===== config.mk =====
export PLATFORM = sky130hd
export DESIGN_NAME = tcc_unit
export DESIGN_NICKNAME = d
export VERILOG_FILES = /design/src/rtl/tcc_pkg.sv /design/src/rtl/tcc_prescaler.sv /design/src/rtl/tcc_pin_sync.sv /design/src/rtl/tcc_counter.sv /design/src/rtl/tcc_capture.sv /design/src/rtl/tcc_unit.sv
export SDC_FILE = /design/constraint.sdc
export NUM_CORES = 1
export LEC_CHECK = 0
export ABC_AREA = 0
export BUFFER_PORTS_ARGS = -buffer_cell sky130_fd_sc_hd__buf_4
export CAP_MARGIN = 15
export CORE_MARGIN = 4
export CORE_UTILIZATION = 51
export CTS_CLUSTER_DIAMETER = 40
export DETAILED_ROUTE_END_ITERATION = 10
export GPL_ROUTABILITY_DRIVEN = 1
export HOLD_SLACK_MARGIN = 0.15
export PLACE_DENSITY = 0.74
export SYNTH_ARGS = -nofsm -noshare
export SYNTH_HDL_FRONTEND = slang
export SYNTH_SLANG_ARGS = --single-unit

===== constraint.sdc =====
create_clock -name clk_i -period 2.05 [get_ports clk_i]
set_clock_uncertainty 0.05 [all_clocks]
set_input_delay 0.3075 -clock clk_i [delete_from_list [all_inputs] [get_ports clk_i]]
set_output_delay 0.3075 -clock clk_i [all_outputs]
set_load 0.02 [all_outputs]

===== src/rtl/tcc_pkg.sv =====
package tcc_pkg;

  typedef enum logic [1:0] {
    IDX_MODE = 2'd0,
    IDX_REF  = 2'd1,
    IDX_CAP  = 2'd2,
    IDX_CNT  = 2'd3
  } reg_idx_e;

  typedef enum logic [1:0] {
    EDGE_OFF  = 2'd0,
    EDGE_RISE = 2'd1,
    EDGE_FALL = 2'd2,
    EDGE_BOTH = 2'd3
  } cap_edge_e;

  localparam int unsigned MODE_EDGE_LSB    = 0;
  localparam int unsigned MODE_RESTART_BIT = 2;
  localparam int unsigned MODE_EXTCLK_BIT  = 3;
  localparam int unsigned MODE_PRE_LSB     = 8;
  localparam int unsigned MODE_MFLAG_BIT   = 16;
  localparam int unsigned MODE_CFLAG_BIT   = 17;

endpackage


===== src/rtl/tcc_prescaler.sv =====
module tcc_prescaler #(
  parameter int unsigned PRE_W = 8
) (
  input  logic             clk_i,
  input  logic             rst_ni,
  input  logic             restart_i,
  input  logic [PRE_W-1:0] div_i,
  output logic             tick_o
);

  logic [PRE_W-1:0] pre_q;

  // >= so that lowering div below the elapsed count ticks at once
  assign tick_o = !restart_i && (pre_q >= div_i);

  always_ff @(posedge clk_i or negedge rst_ni) begin
    if (!rst_ni)             pre_q <= '0;
    else if (restart_i || tick_o) pre_q <= '0;
    else                     pre_q <= pre_q + 1'b1;
  end

endmodule


===== src/rtl/tcc_pin_sync.sv =====
module tcc_pin_sync #(
  parameter int unsigned STAGES = 2
) (
  input  logic clk_i,
  input  logic rst_ni,
  input  logic pin_i,
  output logic rise_o,
  output logic fall_o
);

  // st_q[STAGES-1] is the synchronized level, st_q[STAGES] its previous value
  logic [STAGES:0] st_q;

  for (genvar g = 0; g <= STAGES; g++) begin : g_stage
    if (g == 0) begin : g_first
      always_ff @(posedge clk_i or negedge rst_ni) begin
        if (!rst_ni) st_q[g] <= 1'b0;
        else         st_q[g] <= pin_i;
      end
    end else begin : g_next
      always_ff @(posedge clk_i or negedge rst_ni) begin
        if (!rst_ni) st_q[g] <= 1'b0;
        else         st_q[g] <= st_q[g-1];
      end
    end
  end

  assign rise_o =  st_q[STAGES-1] && !st_q[STAGES];
  assign fall_o = !st_q[STAGES-1] &&  st_q[STAGES];

endmodule


===== src/rtl/tcc_counter.sv =====
module tcc_counter #(
  parameter int unsigned CNT_W = 32
) (
  input  logic             clk_i,
  input  logic             rst_ni,
  input  logic             clr_i,
  input  logic             adv_i,
  input  logic             restart_en_i,
  input  logic [CNT_W-1:0] ref_i,
  output logic [CNT_W-1:0] cnt_o,
  output logic             match_o
);

  logic [CNT_W-1:0] cnt_q;

  assign match_o = adv_i && !clr_i && (cnt_q == ref_i);
  assign cnt_o   = cnt_q;

  always_ff @(posedge clk_i or negedge rst_ni) begin
    if (!rst_ni)                      cnt_q <= '0;
    else if (clr_i)                   cnt_q <= '0;
    else if (match_o && restart_en_i) cnt_q <= '0;
    else if (adv_i)                   cnt_q <= cnt_q + 1'b1;
  end

endmodule


===== src/rtl/tcc_capture.sv =====
module tcc_capture
  import tcc_pkg::*;
#(
  parameter int unsigned CNT_W = 32
) (
  input  logic             clk_i,
  input  logic             rst_ni,
  input  cap_edge_e        edge_sel_i,
  input  logic             block_i,
  input  logic             rise_i,
  input  logic             fall_i,
  input  logic [CNT_W-1:0] cnt_i,
  output logic [CNT_W-1:0] cap_o,
  output logic             cap_ev_o
);

  logic want_rise, want_fall;
  logic [CNT_W-1:0] cap_q;

  assign want_rise = (edge_sel_i == EDGE_RISE) || (edge_sel_i == EDGE_BOTH);
  assign want_fall = (edge_sel_i == EDGE_FALL) || (edge_sel_i == EDGE_BOTH);
  assign cap_ev_o  = !block_i && ((want_rise && rise_i) || (want_fall && fall_i));
  assign cap_o     = cap_q;

  always_ff @(posedge clk_i or negedge rst_ni) begin
    if (!rst_ni)       cap_q <= '0;
    else if (cap_ev_o) cap_q <= cnt_i;
  end

endmodule


===== src/rtl/tcc_unit.sv =====
module tcc_unit
  import tcc_pkg::*;
#(
  parameter int unsigned CNT_W       = 32,
  parameter int unsigned PRE_W       = 8,
  parameter int unsigned SYNC_STAGES = 2
) (
  input  logic             clk_i,
  input  logic             rst_ni,
  input  logic             cap_pin_i,
  input  logic             reg_we_i,
  input  logic [1:0]       reg_idx_i,
  input  logic [CNT_W-1:0] reg_wdata_i,
  output logic [CNT_W-1:0] reg_rdata_o,
  output logic             match_flag_o,
  output logic             capture_flag_o
);

  localparam logic [CNT_W-1:0] REF_RST = {CNT_W{1'b1}};

  reg_idx_e idx;
  logic wr_mode, wr_ref, wr_cnt;

  cap_edge_e        edge_q;
  logic             restart_q, ext_q;
  logic [PRE_W-1:0] div_q;
  logic [CNT_W-1:0] ref_q;
  logic             mflag_q, cflag_q;

  logic             pre_tick, pin_rise, pin_fall, adv;
  logic [CNT_W-1:0] cnt_val, cap_val;
  logic             match_ev, cap_ev;
  logic [CNT_W-1:0] mode_rd;

  assign idx     = reg_idx_e'(reg_idx_i);
  assign wr_mode = reg_we_i && (idx == IDX_MODE);
  assign wr_ref  = reg_we_i && (idx == IDX_REF);
  assign wr_cnt  = reg_we_i && (idx == IDX_CNT);

  always_ff @(posedge clk_i or negedge rst_ni) begin
    if (!rst_ni) begin
      edge_q    <= EDGE_OFF;
      restart_q <= 1'b0;
      ext_q     <= 1'b0;
      div_q     <= '0;
    end else if (wr_mode) begin
      edge_q    <= cap_edge_e'(reg_wdata_i[MODE_EDGE_LSB +: 2]);
      restart_q <= reg_wdata_i[MODE_RESTART_BIT];
      ext_q     <= reg_wdata_i[MODE_EXTCLK_BIT];
      div_q     <= reg_wdata_i[MODE_PRE_LSB +: PRE_W];
    end
  end

  always_ff @(posedge clk_i or negedge rst_ni) begin
    if (!rst_ni)     ref_q <= REF_RST;
    else if (wr_ref) ref_q <= reg_wdata_i;
  end

  // sticky flags: event beats a same-cycle clear
  always_ff @(posedge clk_i or negedge rst_ni) begin
    if (!rst_ni) begin
      mflag_q <= 1'b0;
      cflag_q <= 1'b0;
    end else begin
      mflag_q <= match_ev || (mflag_q && !(wr_mode && reg_wdata_i[MODE_MFLAG_BIT]));
      cflag_q <= cap_ev   || (cflag_q && !(wr_mode && reg_wdata_i[MODE_CFLAG_BIT]));
    end
  end

  tcc_prescaler #(.PRE_W(PRE_W)) u_pre (
    .clk_i     (clk_i),
    .rst_ni    (rst_ni),
    .restart_i (wr_cnt),
    .div_i     (div_q),
    .tick_o    (pre_tick)
  );

  tcc_pin_sync #(.STAGES(SYNC_STAGES)) u_sync (
    .clk_i  (clk_i),
    .rst_ni (rst_ni),
    .pin_i  (cap_pin_i),
    .rise_o (pin_rise),
    .fall_o (pin_fall)
  );

  assign adv = ext_q ? pin_rise : pre_tick;

  tcc_counter #(.CNT_W(CNT_W)) u_cnt (
    .clk_i        (clk_i),
    .rst_ni       (rst_ni),
    .clr_i        (wr_cnt),
    .adv_i        (adv),
    .restart_en_i (restart_q),
    .ref_i        (ref_q),
    .cnt_o        (cnt_val),
    .match_o      (match_ev)
  );

  tcc_capture #(.CNT_W(CNT_W)) u_cap (
    .clk_i      (clk_i),
    .rst_ni     (rst_ni),
    .edge_sel_i (edge_q),
    .block_i    (ext_q),
    .rise_i     (pin_rise),
    .fall_i     (pin_fall),
    .cnt_i      (cnt_val),
    .cap_o      (cap_val),
    .cap_ev_o   (cap_ev)
  );

  always_comb begin
    mode_rd                             = '0;
    mode_rd[MODE_EDGE_LSB +: 2]         = edge_q;
    mode_rd[MODE_RESTART_BIT]           = restart_q;
    mode_rd[MODE_EXTCLK_BIT]            = ext_q;
    mode_rd[MODE_PRE_LSB +: PRE_W]      = div_q;
    mode_rd[MODE_MFLAG_BIT]             = mflag_q;
    mode_rd[MODE_CFLAG_BIT]             = cflag_q;
  end

  always_comb begin
    unique case (idx)
      IDX_MODE: reg_rdata_o = mode_rd;
      IDX_REF:  reg_rdata_o = ref_q;
      IDX_CAP:  reg_rdata_o = cap_val;
      default:  reg_rdata_o = cnt_val;
    endcase
  end

  assign match_flag_o   = mflag_q;
  assign capture_flag_o = cflag_q;

endmodule


### Yosys cells after proc, flatten, opt, wreduce, memory -nomap -nowiden

Index checks and enable logic that the tools add are counted.

| storage, ports and cells | value |
|---|---|
| flip-flop bits (word level) | 121 |
| input port bits | 38 |
| word-level logic and storage cells | 59 |

| operators by class | value |
|---|---|
| add/subtract/negate cells | 2 |
| order comparisons | 1 |
| eq/ne operators | 7 |
| muxes and demuxes | 6 |
| reductions and logical operators | 30 |

Operator list:

| cell | count |
|---|---|
| $mux 32 | 3 |
| $pmux 32 s3 | 1 |
| $add 32x1->32 const B | 1 |
| $eq 32x32->1 | 1 |
| $logic_and 1x1->1 | 16 |
| $add 8x1->8 const B | 1 |
| $eq 2x2->1 const B | 4 |
| $ge 8x8->1 | 1 |
| $mux 8 | 1 |
| $logic_not 1->1 | 6 |
| $logic_or 1x1->1 | 6 |
| $eq 2x1->1 const B | 2 |
| $reduce_bool 3->1 | 1 |
| $logic_not 2->1 | 1 |
| $mux 1 | 1 |

### Longest topological paths before layout

Gate-level depths: netlist of the first run.

| logic depth | value |
|---|---|
| depth after elaboration | 10 |
| gate-level depth with buffers | 9 |
| depth with buffers taken out | 8 |

### By module

From an unflattened synthesis of the first run, not the netlist that was laid out.

| second synthesis, totals | value |
|---|---|
| cell total of the unflattened synthesis | 550 |
| area, all modules | 6889.1 um2 |

By module, submodules not included:

| module | instances | cells an instance | area each (um2) |
|---|---|---|---|
| tcc_unit | 1 | 165 | 2570.0 |
| tcc_counter | 1 | 253 | 2249.7 |
| tcc_capture | 1 | 69 | 1353.8 |
| tcc_prescaler | 1 | 58 | 625.6 |
| tcc_pin_sync | 1 | 5 | 90.1 |

### Worst setup path after synthesis of the first run

OpenSTA, ideal clock, no wires.

| timing | value |
|---|---|
| kind | register to register |
| start point | reg u_pre.pre_q[2] |
| end point | reg u_cnt.cnt_q[11], in the netlist u_cnt.cnt_o[11] |
| library setup time | 139 ps |
| data arrival time | 2058 ps |
| slack | -197 ps |
| stages on the path, launching flop included | 9 |
| buffers on the path | 1 |
| period minus slack after synthesis | 2247 ps |
| cells stage by stage | dfrtp_1 > ha_1 > a211oi_2 > o21ai_1 > a2111oi_4 > buf_2 > nor3_1 > o21ai_0 > o211ai_1 |

| on the way | value |
|---|---|
| word-level cells in the longest chain between the ends | 8 |
| elaborated cells between the ends (all ways) | 9 |

RTL lines:

| element | RTL line | text |
|---|---|---|
| start: declaration | tcc_prescaler.sv:11 | `logic [PRE_W-1:0] pre_q;` |
| start signal: assignment | tcc_prescaler.sv:19 | `else pre_q <= pre_q + 1'b1;` |
| $ge 8x8->1 (*) | tcc_prescaler.sv:14 | `assign tick_o = !restart_i && (pre_q >= div_i);` |
| $logic_and 1x1->1 (*) | tcc_prescaler.sv:14 |  |
| $mux 1 (*) | tcc_unit.sv:86 | `assign adv = ext_q ? pin_rise : pre_tick;` |
| $logic_and 1x1->1 (2 in series) | tcc_counter.sv:16 | `assign match_o = adv_i && !clr_i && (cnt_q == ref_i);` |
| $logic_and 1x1->1 | tcc_counter.sv:22 | `else if (match_o && restart_en_i) cnt_q <= '0;` |
| $mux 32 | tcc_counter.sv:22 |  |
| $mux 32 | tcc_counter.sv:21 | `else if (clr_i) cnt_q <= '0;` |
| end signal: assignment | tcc_counter.sv:23 | `else if (adv_i) cnt_q <= cnt_q + 1'b1;` |
| end: declaration | tcc_counter.sv:14 | `logic [CNT_W-1:0] cnt_q;` |

Mark *: on every way between the ends. The rest lies on a longest branch, timed or not.
A chain may end at the register's enable or synchronous reset.

### Worst setup path after layout of the first run

| timing | value |
|---|---|
| start point | reg u_pre.pre_q[3] |
| end point | reg u_cnt.cnt_q[19], in the netlist u_cnt.cnt_o[19] |

The elaborated chain is that of the path after synthesis.

==> results of run 1 <==
[worst max-delay path by stage]
stage,cells past startpoint,slack [ns],from,to
finish,8,-0.17,u_pre.pre_q[3],u_cnt.cnt_o[19]
detailed placement,9,-0.15,div_q[5],u_cnt.cnt_o[18]
floorplan,7,0.007,u_pre.pre_q[5],u_cnt.cnt_o[19]
global placement,7,-0.09,ref_q[0],u_cnt.cnt_o[18]
global route,9,-0.26,u_pre.pre_q[3],u_cnt.cnt_o[14]
CTS,7,-0.16,u_pre.pre_q[5],u_cnt.cnt_o[19]
[stage by stage]
| stage | utilization (%) | setup TNS, ns | cell area (um^2) | total power [W] |
|---|---|---|---|---|
| floorplan | - | 0 | 6690 | 0.00414 |
| global placement | 62.0 | -1.08 | 7890 | 0.00487 |
| finish | 71.5 | -3.63 | 9090 | 0.00802 |
| CTS | 69.9 | -3.91 | 8890 | 0.00789 |
| global route | 71.5 | -6.71 | 9090 | 0.00837 |
| detailed placement | 62.0 | -2.21 | 7890 | 0.00493 |
[what timing repair did]
action / 4_1_cts / 5_1_grt
hold buffers: 34 / 0
gates resized for setup: 17 / 45
setup buffers: 6 / 2
endpoints found under the hold margin: 71 / 0
pin swaps: 9 / 20
gates cloned: 0 / 1
endpoints found under the setup margin: 34 / 43
[power by group through the flow]
| stage | clock (W) | sequential [W] | combinational [W] |
|---|---|---|---|
| after floorplan | 0 | 0.00299 | 0.00115 |
| after global placement | 0 | 0.00303 | 0.00185 |
| after detailed placement | 0 | 0.00305 | 0.00189 |
| after CTS | 0.00281 | 0.00302 | 0.00207 |
| after global routing | 0.00293 | 0.00306 | 0.00238 |
| final | 0.00277 | 0.00302 | 0.00223 |
[layout by cell type (no fill, tap or decap), types with 8 or more instances in the layout]
cell type,n
nand4_1,21
and3_1,13
xnor2_1,52
nor2_1,16
nor2_2,14
a22o_1,18
nand3_1,24
clkbuf_16,18
nand2_1,26
o21ai_0,8
dlygate4sd3_1,34
nor4_1,12
mux2_2,87
buf_6,9
buf_4,149
dfstp_2,32
inv_1,8
dfrtp_1,88
mux4_2,13
[state kept, by name (all words and copies together), names as in the netlist]
register and cells:
edge_q 2, u_cnt.cnt_o 32, u_cap.cap_o 32, u_pre.pre_q 8, u_sync.st_q 3, restart_q 1, div_q 8, match_flag_o 1
capture_flag_o 1, ref_q 32, ext_q 1
[critical path, stage by stage, from the launching register on]
cell and delay, ns:
dfrtp_1 0.41, ha_1 0.32, nor2_2 0.15, nor2_2 0.07
a2111oi_4 0.45, or2_4 0.28, o21ai_4 0.11, clkbuf_16 0.20
a21oi_2 0.11
[per-layer routing]
metal	up-vias	GRT usage, %	share of wire [%]
met4	0	9.03	2.0
met2	204	41.1	50
met1	2762	32.6	42
met5	-	0	0
met3	34	7.47	6.4
li1	2439	-	-
[cell type report]
type,instances,area (um^2),area share (%)
clock buffers,23,468,5.15
clock inverters,9,75.1,0.826
inverters,10,37.5,0.413
multi-input cells,398,3560,39.2
flip-flops and latches,121,3070,33.8
well taps,172,215,2.37
repair buffers,197,1670,18.3
[logic make-up (layout without fill, tap and decap cells)]
| logic type | after synthesis | after routing | synth area share [%] |
|---|---|---|---|
| AOI/OAI and AO/OA | 56 | 56 | 6.39 |
| xor gates and xnor gates | 59 | 59 | 7.76 |
| adders and majority gates | 10 | 10 | 1.88 |
| buffers and inverters | 56 | 239 | 4.04 |
| DFF | 121 | 121 | 46.1 |
| muxes | 101 | 101 | 19.5 |
| and+or+nand+nor | 172 | 172 | 14.4 |
==> out/results.tsv, run 1 <==
metric	value	unit
worst ir drop on vdd	0.588	mV
Vias/cell	5.85	
fraction of layout cells with a size suffix above 1	49.9	%
fillers	896	
DRC viols	0	
Clock Power Share	34.6	%
switching share of power	29.9	%
Final WS setup	-0.173	ns
Synth Instances	575	
max_cap viols	0	
pin count of the biggest net entering global routing	52	
hold path start	u_sync.st_q[0]	
post-DP HPWL	12200	um
sequential fraction of the synthesis area	46.1	%
Hold WC Path Type	reg2reg	
pwr/cell area	882	nW/um^2
Syn Std Cell Area	6660	um^2
crit path kind	reg2reg	
Max Fclk	0.450	GHz
total track usage	25.4	%
Worst setup EP type	flip-flop	
die area	15000	um^2
I/O pin count	72	
final setup vio count	32	
htree depth	4	
Hold EP	u_sync.st_q[1]	
Die Y	122	um
post-route ant nets	0	
dpl cells	855	
Critical Path Source Type	flip-flop	
final hold slack	0.303	ns
worst-margin pin slew	0.495	ns
Worst R2R Start	u_pre.pre_q[3]	
sequential power share	37.7	%
RePlAce Congestion	0.913	
vias in the first global route	5745	
Internal	0.00563	W
Layout area overhead	36.5	%
Crit path required time	2.34	ns
clock latency at the later pin of the worst-skew pair	0.42	ns
FF-to-FF End	u_cnt.cnt_o[19]	
Yosys top cell area share	33.4	%
Final nets	793	
first-pass iteration count of the detailed router	7	
Leakage	3.99	nW
CTS Sinks	121	
outcome	finished with violations	
Clock transition at path regs	0.05	ns
Distinct cells, synth	50	
Comb pwr share	27.7	%
Final Hold Viols	0	
Initial DRC Count	412	
post-route clock period utilization	108	%
Net Sw Power	0.00240	W
Synth Area per Inst	11.6	um^2
clk buf depth	2	
CTS tree	yes	
most common cell in the synthesized netlist	dfrtp_1	
area leader, netlist	dfrtp_1	
num rows	41	
Tmin final	2.22	ns
Post-synth EDFFs	0	
core area	12700	um^2
first-pass GRT wire length	29200	um
Top FF cell, synth	dfrtp_1	
YS warnings	0	
global route overflow	0	
initial core utilization	52.4	%
Root Driver	clkbuf_16	
relative slew slack	66.7	%
reg2reg setup slack	-0.17	ns
top cells by area, synth	dfrtp_1, mux2_2, dfstp_2, xnor2_1, mux4_2	
WL per Instance	19.3	um
fin cells	930	
ys async rst share	100	%
CP max FO	7	
R2R depth	8	
Synth top cells by count	dfrtp_1, mux2_2, xnor2_1, nor2_1, dfstp_2	
dpl ws	-0.155	ns
violated checks	negative setup slack	
ant diodes	0	
initial antenna violation count	0	
RSZ-0062 raised after global routing	true	
Via Count	5439	
post-synth net total	623	
Hold Path Stages	0	
Worst Path Arrival	2.52	ns
TritonCTS Buffers	17	
PortBufs	71	
die width	122	um
flops & latches, synth	121	
Slew Viols, Final	0	
DRT Wirelength	18000	um
Note: power is estimated with default switching activity, not from simulation.
==> run 2: changes to the inputs <==
--- a/config.mk
+++ b/config.mk
@@ -5,7 +5,7 @@
 export SDC_FILE = /design/constraint.sdc
 export NUM_CORES = 1
 export LEC_CHECK = 0
-export ABC_AREA = 0
+export ABC_AREA = 1
 export BUFFER_PORTS_ARGS = -buffer_cell sky130_fd_sc_hd__buf_4
 export CAP_MARGIN = 15
 export CORE_MARGIN = 4
@@ -14,7 +14,7 @@
 export DETAILED_ROUTE_END_ITERATION = 10
 export GPL_ROUTABILITY_DRIVEN = 1
 export HOLD_SLACK_MARGIN = 0.15
-export PLACE_DENSITY = 0.74
+export PLACE_DENSITY = 0.73
 export SYNTH_ARGS = -nofsm -noshare
 export SYNTH_HDL_FRONTEND = slang
 export SYNTH_SLANG_ARGS = --single-unit
==> run 2 against run 1 <==
The run still ends with negative setup slack left. Sequential power up 11%. Core utilization decreased by 3.5 points. Global-route usage down 1.3 points. Total power increased by 6.5%. Via count is 17% higher. Critical path type unchanged. Largest power group unchanged. Highest routed layer unchanged.
==> out/results.tsv, run 2 <==
metric	value	unit
Crit path required time	2.31	ns
Slew Viols, Final	0	
clk buf depth	2	
CP startpoint	div_q[0]	
Root Driver	clkbuf_16	
Syn Std Cell Area	6920	um^2
worst-margin pin slew	0.533	ns
total track usage	24.1	%
Final Hold Viols	0	
R2R depth	14	
post-synth net total	937	
Worst Path Arrival	2.31	ns
DRC viols	0	
RePlAce Congestion	0.865	
first-pass iteration count of the detailed router	5	
RSZ-0062 raised after global routing	true	
Vias/cell	5.28	
Final nets	1062	
CTS Sinks	121	
most frequent cells in the layout	nand2_1, buf_4, inv_1	
die area	15500	um^2
I/O pin count	72	
post-route clock period utilization	100	%
Clock transition at path regs	0.06	ns
commonest non-fill, non-tap cell in the layout	nand2_1	
vias in the first global route	6090	
post-DP HPWL	12200	um
WL per Instance	15.7	um
Leakage	4.09	nW
fillers	1056	
final hold slack	0.226	ns
FF-to-FF End	u_cnt.cnt_o[0]	
DRT Wirelength	18800	um
CP Capture Point	u_cnt.cnt_o[0]	
Final WS setup	-0.00130	ns
area leader, netlist	dfrtp_1	
Initial DRC Count	540	
relative slew slack	64.5	%
Hold WC Path Type	in2async	
dpl cells	1125	
Layout area overhead	30.0	%
sequential fraction of the synthesis area	44.4	%
core area	13200	um^2
Top FF cell, synth	dfrtp_1	
fraction of layout cells with a size suffix above 1	24.0	%
Via Count	6354	
most common cell in the synthesized netlist	nand2_1	
Multi-input gate area	3440	um^2
Max Fclk	0.487	GHz
pwr/cell area	949	nW/um^2
die width	124	um
reg2reg setup slack	-0.001	ns
YS warnings	0	
Worst setup EP type	flip-flop	
htree depth	4	
Tmin final	2.05	ns
Post-synth EDFFs	0	
pin count of the biggest net entering global routing	72	
PortBufs	71	
CP max FO	8	
Synth Instances	889	
Die Y	124	um
violated checks	negative setup slack	
CTS tree	yes	
worst ir drop on vdd	0.668	mV
outcome	finished with violations	
crit path kind	reg2reg	
Seq. cell area	3070	um^2
initial antenna violation count	0	
TNS Setup	-0.00130	ns
flops & latches, synth	121	
post-route ant nets	0	
Distinct cells, synth	40	
fin cells	1203	
ys async rst share	100	%
max_cap viols	0	
num rows	42	
TritonCTS Buffers	17	
initial core utilization	52.2	%
top cells by area, synth	dfrtp_1, nand2_1, dfstp_2, o21ai_0, inv_1	
global route overflow	0	
clock latency at the later pin of the worst-skew pair	0.43	ns
final setup vio count	1	
Critical Path Source Type	flip-flop	
first-pass GRT wire length	30300	um
ant diodes	0	
Synth Area per Inst	7.78	um^2
dpl ws	-0.0507	ns
Synth top cells by count	nand2_1, inv_1, dfrtp_1, nor2_1, o21ai_0	
Worst R2R Start	div_q[0]	
Yosys top cell area share	32.2	%
run 2: cell types whose count changed after synthesis, moves of 11 or more:
cell     change
nand2_1    +257
inv_1       +80
mux2_2      -79
o21ai_0     +58
nor2_1      +41
xnor2_1     -29
xor2_1      +24
a22o_1      -17
nor4_1      -15
mux4_2      -13
and3_1      -11
nand3_1     -11
nor3_1      +11
run 2: through the flow:
step	area (um^2)	utilization, %	power [W]
finish	8990	67.9	0.00854
global route	8990	67.9	0.00897
global placement	7750	58.5	0.00513
CTS	8700	65.7	0.00829
floorplan	6920	-	0.00448
detailed placement	7750	58.5	0.00519
run 2: kinds of logic (layout without fill, tap and decap cells):
group | count (synthesis) | in the layout | synth area share [%]
AOI/OAI and AO/OA | 121 | 121 | 10.3
xor gates and xnor gates | 54 | 54 | 6.84
DFF | 121 | 121 | 44.4
muxes | 8 | 8 | 1.30
and+or+nand+nor | 436 | 439 | 26.9
buffers and inverters | 139 | 274 | 8.48
adders and majority gates | 10 | 10 | 1.81
run 2: timing repair:
item,4_1_cts,5_1_grt
setup endpoints to repair,32,32
hold endpoints to repair,136,0
resized for setup,1,46
buffers inserted,0,7
hold buffers,34,0
gates cloned,1,4
pin swaps,0,14
run 2: worst max-delay path: stages (launching register included):
cell      delay (ns)
dfrtp_1         0.40
ha_1            0.31
nand2_2         0.06
nor2_2          0.10
nor2_1          0.05
nand2_1         0.06
nand2_1         0.06
nand2_1         0.10
nand2_2         0.07
nand2_4         0.12
nand2_8         0.11
clkinv_8        0.10
nand3_4         0.16
nand2_1         0.12
nand2_1         0.06
run 2: worst min-delay path by stage:
stage                     startpoint              to  slack, ns  depth (start not counted)
after floorplan               rst_ni  capture_flag_o      -0.04                          0
after global routing          rst_ni  u_pre.pre_q[4]       0.25                          2
after global placement        rst_ni  u_pre.pre_q[4]       0.13                          1
after CTS                     rst_ni        div_q[4]       0.22                          2
final                         rst_ni        div_q[4]       0.23                          2
after detailed placement      rst_ni  u_pre.pre_q[4]       0.13                          1
run 2: routing by layer:
layer	GRT usage [%]	part of all wire [%]
met5	0	0
met4	10.1	2.6
met1	32.1	43
met3	5.27	5.7
met2	38.1	48
run 2: cell type report:
cell class	instances	share of cell area [%]
Clock buffer	22	5.16
Inverter	94	4.06
Sequential cell	121	34.1
Multi-Input combinational cell	632	38.3
Clock inverter	10	1.39
Tap cell	176	2.45
Timing Repair Buffer	148	14.6
run 2: power breakdown:
group	internal, W	total (W)	switching (W)
Clock	0.00196	0.00301	0.00105
Sequential	0.00295	0.00334	0.000391
Combinational	0.000991	0.00219	0.00120
Total	0.00590	0.00854	0.00265
==> run 3: changes to the inputs <==
--- a/config.mk
+++ b/config.mk
@@ -14,7 +14,7 @@
 export DETAILED_ROUTE_END_ITERATION = 10
 export GPL_ROUTABILITY_DRIVEN = 1
 export HOLD_SLACK_MARGIN = 0.15
-export PLACE_DENSITY = 0.73
+export PLACE_DENSITY = 0.71
 export SYNTH_ARGS = -nofsm -noshare
 export SYNTH_HDL_FRONTEND = slang
 export SYNTH_SLANG_ARGS = --single-unit
==> constraint.sdc (replaced) <==
create_clock -name clk_i -period 2.03 [get_ports clk_i]
set_clock_uncertainty 0.05 [all_clocks]
set_input_delay 0.3045 -clock clk_i [delete_from_list [all_inputs] [get_ports clk_i]]
set_output_delay 0.3045 -clock clk_i [all_outputs]
set_load 0.02 [all_outputs]
==> run 3 against run 2 <==
Global-route usage is 0.44 points lower. Fmax rose by 1.6%. Highest routed layer unchanged. Largest cell class unchanged. The flow now finishes without violations. Sequential cell count unchanged. Cell area down 1.5%. Final cell count down 0.42%. Largest power group unchanged. Critical path depth is 1 lower. Non-clock buffer count rose by 1. Sequential power about the same.
==> out/results.tsv, run 3 (same netlist as run 2, synthesis figures left out) <==
metric	value	unit
FF-to-FF End	u_cnt.cnt_o[28]	
commonest non-fill, non-tap cell in the layout	nand2_1	
Hold EP	restart_q	
Layout area overhead	28.1	%
Hold WC Path Type	in2reg	
global route overflow	0	
max_cap viols	0	
fraction of layout cells with a size suffix above 1	22.7	%
Worst path slowest cell	dfrtp_1	
RePlAce Congestion	0.879	
DRT Wirelength	18300	um
Initial DRC Count	382	
WL per Instance	15.2	um
Clock transition at path regs	0.05	ns
clk buf depth	2	
Slew Viols, Final	0	
WP buf/inv	3	
crit path kind	reg2reg	
I/O pin count	72	
fillers	1107	
Worst R2R Start	div_q[7]	
Hold Path Stages	3	
ant diodes	0	
final setup vio count	0	
first-pass iteration count of the detailed router	5	
TritonCTS Buffers	17	
pin count of the biggest net entering global routing	56	
Vias/cell	5.19	
total track usage	23.6	%
Final WS setup	0.0118	ns
Max Fclk	0.496	GHz
design area	8860	um^2
post-route ant nets	0	
Die Y	124	um
most used cell, CP	nand2_1	
initial core utilization	52.2	%
CP max FO	16	
reg2reg setup slack	0.01	ns
CTS tree	yes	
Worst setup EP type	flip-flop	
Placement Cell Area	7810	um^2
PortBufs	71	
RSZ-0062 raised after global routing	true	
R2R depth	13	
Tmin final	2.02	ns
CTS Sinks	121	
Leakage	4.08	nW
first-pass GRT wire length	30100	um
num rows	42	
DRC viols	0	
dpl ws	0.0512	ns
final hold slack	0.272	ns
relative slew slack	69.1	%
critical path, cell by cell	inv_1 -> ha_1 -> nand2_1 -> o21a_1 -> nand2_1 -> nand2_1 -> nand2_2 -> nand2_4 -> inv_4 -> nand3_4 -> clkbuf_16 -> nand2_1 -> nand2_1	
initial antenna violation count	0	
post-DP HPWL	12400	um
die area	15500	um^2
Critical Path Source Type	flip-flop	
post-route clock period utilization	99.4	%
Final Hold Viols	0	
worst ir drop on vdd	0.637	mV
die width	124	um
Final nets	1060	
worst-margin pin slew	0.459	ns
pwr/cell area	931	nW/um^2
CP peak stage delay	0.37	ns
clock latency at the later pin of the worst-skew pair	0.42	ns
hold path start	reg_we_i	
most frequent cells in the layout	nand2_1, buf_4, inv_1	
Root Driver	clkbuf_16	
Crit path required time	2.29	ns
Worst Path Arrival	2.28	ns
Via Count	6217	
outcome	completed	
vias in the first global route	6025	
htree depth	4	
delay-heaviest family, CP	simple AND/OR/NAND/NOR gates	
core area	13200	um^2
## run 3: worst max-delay path by stage
stage | start | to | slack (ns) | cells past startpoint
final | div_q[7] | u_cnt.cnt_o[28] | 0.01 | 13
after global routing | div_q[3] | u_cnt.cnt_o[12] | -0.14 | 16
after detailed placement | u_cnt.cnt_o[1] | u_cnt.cnt_o[30] | 0.05 | 10
after CTS | u_cnt.cnt_o[1] | u_cnt.cnt_o[30] | 0.04 | 10
after floorplan | div_q[3] | u_cnt.cnt_o[0] | 0.28 | 16
after global placement | u_cnt.cnt_o[1] | u_cnt.cnt_o[30] | 0.08 | 10
## run 3: through the flow
stage          cells  power, W  TNS [ns]  util (%)
3_5_place_dp    1131   0.00530         0      58.9
4_1_cts         1194   0.00825         0      65.8
6_report        1198   0.00826         0      66.9
3_3_place_gp    1131   0.00525         0      58.9
5_1_grt         1198   0.00873     -3.74      66.9
2_1_floorplan    889   0.00453         0         -
## run 3: repair_timing
item | 4_1_cts | 5_1_grt
hold buffers | 34 | 0
resized for setup | 0 | 26
buffers inserted | 0 | 2
setup endpoints to repair | 0 | 32
endpoints found under the hold margin | 137 | 0
## run 3: tightest hold or removal path, cell delays in order
cell and delay, ns:
buf_4 0.14, nand2_1 0.15, o21ai_0 0.09
## run 3: final cells by class
class / instances / area, um^2 / area share, %
Clock buffer: 27 / 523 / 5.90
Clock inverter: 2 / 37.5 / 0.423
Inverter: 94 / 355 / 4.01
Multi-Input combinational cell: 629 / 3350 / 37.8
Sequential cell: 121 / 3070 / 34.6
Tap cell: 176 / 220 / 2.48
Timing Repair Buffer: 149 / 1310 / 14.7
## run 3: power breakdown
part	internal, W	switching, W
Combinational	0.000909	0.00113
Clock	0.00186	0.00102
Sequential	0.00297	0.000365
## run 3: routing by layer
layer  track usage [%]  part of all wire [%]  wire length (um)
met5                 0                     0                 0
met1              32.4                    46              8460
met3              5.83                   4.1               752
met2              37.7                    48              8800
met4              6.32                   1.3               235
